[src/rtl/rmw_pkg.sv]
package rmw_pkg;
  typedef enum logic [1:0] {
    CYC_NONE   = 2'd0,
    CYC_SINGLE = 2'd1,
    CYC_RMW_RD = 2'd2,
    CYC_RMW_WR = 2'd3
  } cyc_e;

  typedef enum logic {
    ST_IDLE = 1'b0,
    ST_OPEN = 1'b1
  } st_e;
endpackage

[src/rtl/rmw_addr_dec.sv]
module rmw_addr_dec #(
  parameter int unsigned AW         = 32,
  parameter logic [AW-1:0] DRAM_TOP = 32'h0100_0000,
  parameter int unsigned WORD_BYTES = 4,
  localparam int unsigned OFS_W     = $clog2(WORD_BYTES)
) (
  input  logic [AW-1:0]    addr_i,
  input  logic [OFS_W-1:0] size_i,
  output logic             local_o,
  output logic             cross_o
);
  logic [OFS_W:0] end_ofs;

  assign local_o = addr_i < DRAM_TOP;
  // last byte offset past the word end
  assign end_ofs = {1'b0, addr_i[OFS_W-1:0]} + {1'b0, size_i};
  assign cross_o = end_ofs > (OFS_W+1)'(WORD_BYTES - 1);
endmodule

[src/rtl/rmw_fsm.sv]
module rmw_fsm
  import rmw_pkg::*;
(
  input  logic clk_i,
  input  logic rst_ni,
  input  logic bus_acc_i,
  input  logic lock_i,
  input  logic we_i,
  input  logic done_i,
  input  logic cross_i,
  output cyc_e cyc_o,
  output logic hold_o,
  output logic open_o,
  output logic close_err_o,
  output logic split_err_o
);
  st_e  st_q, st_d;
  logic lock_rd, close_now, open_now;

  assign lock_rd   = bus_acc_i && lock_i && !we_i;
  assign close_now = (st_q == ST_OPEN) && bus_acc_i && done_i;
  assign open_now  = (st_q == ST_IDLE) && lock_rd && done_i;

  always_comb begin
    st_d = st_q;
    if (close_now)     st_d = ST_IDLE;
    else if (open_now) st_d = ST_OPEN;
  end

  always_comb begin
    cyc_o = CYC_NONE;
    if (bus_acc_i) begin
      if (st_q == ST_OPEN) cyc_o = CYC_RMW_WR;
      else if (lock_rd)    cyc_o = CYC_RMW_RD;
      else                 cyc_o = CYC_SINGLE;
    end
  end

  assign open_o = (st_q == ST_OPEN);
  assign hold_o = open_o || lock_rd;

  always_ff @(posedge clk_i or negedge rst_ni) begin
    if (!rst_ni) begin
      st_q        <= ST_IDLE;
      close_err_o <= 1'b0;
      split_err_o <= 1'b0;
    end else begin
      st_q        <= st_d;
      close_err_o <= close_now && !we_i;
      split_err_o <= open_now && cross_i;
    end
  end
endmodule

[src/rtl/rmw_dram_arb.sv]
module rmw_dram_arb #(
  parameter bit EXT_FIRST = 1'b1
) (
  input  logic cpu_req_i,
  input  logic ext_req_i,
  input  logic ext_rmw_i,
  output logic cpu_gnt_o,
  output logic ext_gnt_o
);
  generate
    if (EXT_FIRST) begin : g_ext_first
      assign ext_gnt_o = ext_req_i;
      assign cpu_gnt_o = cpu_req_i && !ext_req_i && !ext_rmw_i;
    end else begin : g_cpu_first
      assign cpu_gnt_o = cpu_req_i && !ext_rmw_i;
      assign ext_gnt_o = ext_req_i && !cpu_gnt_o;
    end
  endgenerate
endmodule

[src/rtl/rmw_lock_seq.sv]
module rmw_lock_seq
  import rmw_pkg::*;
#(
  parameter int unsigned AW         = 32,
  parameter logic [AW-1:0] DRAM_TOP = 32'h0100_0000,
  parameter int unsigned WORD_BYTES = 4,
  parameter bit EXT_FIRST           = 1'b1,
  localparam int unsigned OFS_W     = $clog2(WORD_BYTES)
) (
  input  logic             clk_i,
  input  logic             rst_ni,
  input  logic             cpu_req_i,
  input  logic [AW-1:0]    cpu_addr_i,
  input  logic             cpu_we_i,
  input  logic             cpu_lock_i,
  input  logic [OFS_W-1:0] cpu_size_i,
  input  logic             bus_done_i,
  input  logic             ext_req_i,
  input  logic             ext_rmw_i,
  output logic             bus_req_o,
  output logic [1:0]       bus_cyc_o,
  output logic             bus_hold_o,
  output logic             dram_cpu_gnt_o,
  output logic             dram_ext_gnt_o,
  output logic             close_err_o,
  output logic             split_err_o
);
  logic is_local, is_cross, rmw_open;
  cyc_e cyc;

  rmw_addr_dec #(
    .AW(AW), .DRAM_TOP(DRAM_TOP), .WORD_BYTES(WORD_BYTES)
  ) u_dec (
    .addr_i (cpu_addr_i),
    .size_i (cpu_size_i),
    .local_o(is_local),
    .cross_o(is_cross)
  );

  assign bus_req_o = cpu_req_i && !is_local;

  rmw_fsm u_fsm (
    .clk_i      (clk_i),
    .rst_ni     (rst_ni),
    .bus_acc_i  (bus_req_o),
    .lock_i     (cpu_lock_i),
    .we_i       (cpu_we_i),
    .done_i     (bus_done_i),
    .cross_i    (is_cross),
    .cyc_o      (cyc),
    .hold_o     (bus_hold_o),
    .open_o     (rmw_open),
    .close_err_o(close_err_o),
    .split_err_o(split_err_o)
  );

  assign bus_cyc_o = cyc;

  rmw_dram_arb #(.EXT_FIRST(EXT_FIRST)) u_arb (
    .cpu_req_i(cpu_req_i && is_local),
    .ext_req_i(ext_req_i),
    .ext_rmw_i(ext_rmw_i),
    .cpu_gnt_o(dram_cpu_gnt_o),
    .ext_gnt_o(dram_ext_gnt_o)
  );
endmodule

[config.mk]
export PLATFORM = sky130hd
export DESIGN_NAME = rmw_lock_seq
export DESIGN_NICKNAME = d
export VERILOG_FILES = /design/src/rtl/rmw_pkg.sv /design/src/rtl/rmw_addr_dec.sv /design/src/rtl/rmw_fsm.sv /design/src/rtl/rmw_dram_arb.sv /design/src/rtl/rmw_lock_seq.sv
export SDC_FILE = /design/constraint.sdc
export NUM_CORES = 1
export LEC_CHECK = 0
export BUFFER_PORTS_ARGS = -buffer_cell sky130_fd_sc_hd__buf_2
export CAP_MARGIN = 20
export CORE_AREA = 2 2 39 41
export CTS_CLUSTER_SIZE = 30
export DETAILED_ROUTE_END_ITERATION = 10
export DIE_AREA = 0 0 41 43
export GPL_ROUTABILITY_DRIVEN = 0
export HOLD_SLACK_MARGIN = 0.03
export REMOVE_ABC_BUFFERS = 1
export SLEW_MARGIN = 20
export SYNTH_ARGS = -nofsm -noshare
export SYNTH_HDL_FRONTEND = slang
export SYNTH_HIERARCHICAL = 1
export SYNTH_SLANG_ARGS = --single-unit
[constraint.sdc]
create_clock -name clk_i -period 2.1 [get_ports clk_i]
set_input_delay 0.315 -clock clk_i [delete_from_list [all_inputs] [get_ports clk_i]]
set_output_delay 0.315 -clock clk_i [all_outputs]
set_load 0.01 [all_outputs]
==> results.toml <==
[timing]
setup_violations = 0
final.min_clock_period_ns = 2.01
setup-tns-final_ns = 0
fmax_mhz = 497
finalHoldViolCount = 0
worst_pin_slew_ns = 0.276
slew_violations = 0
relSlewSlack_pct = 81.6
fin_crit_sh_pct = 95.7
skew_ns = 0.00218
rsz0062_at_grt = "false"

[critical_path]
regToRegStartpoint = "u_fsm/open_o"
cp_data_required_time_ns = 1.78
cpLargestDelayFamily = "simple AND/OR/NAND/NOR gates"
path_cells = "buf_2, or4_1, nor2_1, and2b_2, nor2b_4, a21o_1, buf_2"
worst_path_max_delay_cell = "or4_1"
path_buf_inv = 2
rrSetupSlack_ns = 1.14
crit_fanout = 3
cp-end-kind = "output pin"
slowest_delay_ns = 0.50
rr_worst_depth = 2
start_kind = "input port"
worstPathArrival_ns = 1.70
crit_type = "input port to output pin"
critPathMostFrequentCell = "buf_2"
rr_endpoint = "u_fsm/open_o"

[routing]
dr.first_iter.drc_count = 0
routedWlPerCell_um = 8.97
ant_nets = 0
vias = 297
via_per_inst = 4.18
first_pass_iters = 1
routed_wl_um = 637
drcViolationCount = 0

[logic_synthesis]
ys_ff_latch = 3
ys_warn_count = 6
yosys_most_used_dff = "dfrtp_1"
postSynthAreaPerCell_sq_um = 9.96
yosysTopAreaCellShare_pct = 32.8
synth_edf_count = 0
seq_area_frac_synth_pct = 32.8
synth-async-reset-ratio_pct = 100
yosys.area.top_type = "dfrtp_1"
netlist_top_cells_area = "dfrtp_1, nor2b_1, or4_1, and3_1, ha_1"
ys_types = 17
synth_common_cells = "dfrtp_1, nor2b_1, and3_1, or4_1"
syn-instance-count = 23
netlist_area_sq_um = 229

[layout]
drive_above_1_share_pct = 67.3
finalNetCount = 99
finalInstanceArea_sq_um = 428
area_growth_pct = 86.9
diodes = 0

[global_route]
grt-ovfl-total = 0
grt_usage_pct = 9.33
grt_max_degree = 7
antenna_found_initial = 0
grt_pass1_vias = 302
grtUsageMet2_pct = 13.4
grtUsageMet3_pct = 6.81
grt.busiest_layer = "met2"
globalRouteMet1Util_pct = 8.01
grt_pass1_wl_um = 1030

[flow_run]
drv_cap = 0

[placed_design]
portBuffers = 27
placed_cell_area_sq_um = 384
hpwl_um = 547

[floorplan]
fp.coreArea_sq_um = 1380
die_w_um = 41
io_pins = 50
initial_core_util_pct = 16.5
num_rows = 14
dieHeight_um = 43
die_area_sq_um = 1760

[hold_path]
hp-class = "input port to register"
hp-start = "bus_done_i"
min_to = "u_fsm/split_err_o"
holdPathStages = 2

[cts]
h-tree-depth = 1
clk_latency_ns = 0.23
clockBufferDepth = 2
numCtsBuffers = 3
clock-sinks = 3
clockRootBuffer = "clkbuf_4"
clkTransAtPathRegs_ns = 0.04
cts_tree = "built"

[outcome]
outcome = "completed"

[power]
irDropWorstVdd_mv = 0.218
p_leak_nw = 0.251
power.density_nw_per_um2 = 520
where the power goes:
part	total (mW)	leakage, nW	internal (mW)	switching, mW
Clock	0.101	0.0150	0.0712	0.0298
Sequential	0.0651	0.0409	0.0614	0.00364
Combinational	0.0563	0.195	0.0339	0.0224
cell type report:
class	instances	area, sq um
clock buffer	4	26.3
fill	161	956
sequential	3	75.1
timing repair buffer	29	153
tap	16	20.0
multi-input combinational	19	154
per-layer routing:
layer  vias to the layer above  wire length (um)
met2                        26               308
li1                        147                 -
met5                         -                 0
met4                         0                 0
met3                         0               103
met1                       124               225
timing repair:
item	in CTS	in global routing
endpoints found under the setup margin	0	1
endpoints found under the hold margin	3	0
hold buffers	1	0
gates resized for setup	0	2
buffers inserted	0	0
worst max path at each step:
stage                              start    endpoint  slack, ns  cells after the start
after floorplan           cpu_addr_i[30]  bus_hold_o       0.25                      5
after global placement    cpu_addr_i[30]  bus_hold_o       0.06                      7
after detailed placement  cpu_addr_i[30]  bus_hold_o       0.05                      7
after CTS                 cpu_addr_i[30]  bus_hold_o       0.04                      7
after global routing      cpu_addr_i[29]  bus_hold_o      0.007                      7
final                     cpu_addr_i[29]  bus_hold_o       0.09                      7
metrics by stage:
step / power (mW) / setup slack [ns] / cells / hold slack (ns) / utilization (%)
after floorplan: 0.0871 / 0.246 / 22 / 0.0194 / -
after global placement: 0.118 / 0.0556 / 66 / 0.112 / 27.8
after detailed placement: 0.120 / 0.0475 / 66 / 0.115 / 27.8
after CTS: 0.226 / 0.0439 / 71 / 0.338 / 30.4
after global routing: 0.243 / 0.00698 / 71 / 0.350 / 30.9
final: 0.222 / 0.0893 / 71 / 0.347 / 30.9
sequential cells by signal, indices dropped and copies added, names as in the netlist:
register and flops:
u_fsm/close_err_o 1, u_fsm/open_o 1, u_fsm/split_err_o 1
cell families (layout without fill, tap and decap cells):
kind of cell / Yosys count / in the layout / synth area share, %
flip-flops: 3 / 3 / 32.8
AND/OR/NAND/NOR: 14 / 14 / 43.2
AO/OA/AOI/OAI: 3 / 3 / 10.4
adder cells (fa/ha/maj): 1 / 1 / 5.46
buffers and inverters: 1 / 33 / 3.28
multiplexers: 1 / 1 / 4.92
layout by cell type (no fill, tap or decap), drive strengths merged:
cell type    count
buf             28
clkbuf           4
dfrtp            3
nor2b            3
or4              2
and3             2
nor3b            2
and2b            1
and2             1
dlygate4sd3      1
nor2             1
a31o             1
ha               1
a21o             1
and3b            1
o21a             1
nand2            1
mux2             1
Note: power is estimated with default switching activity, not from simulation.
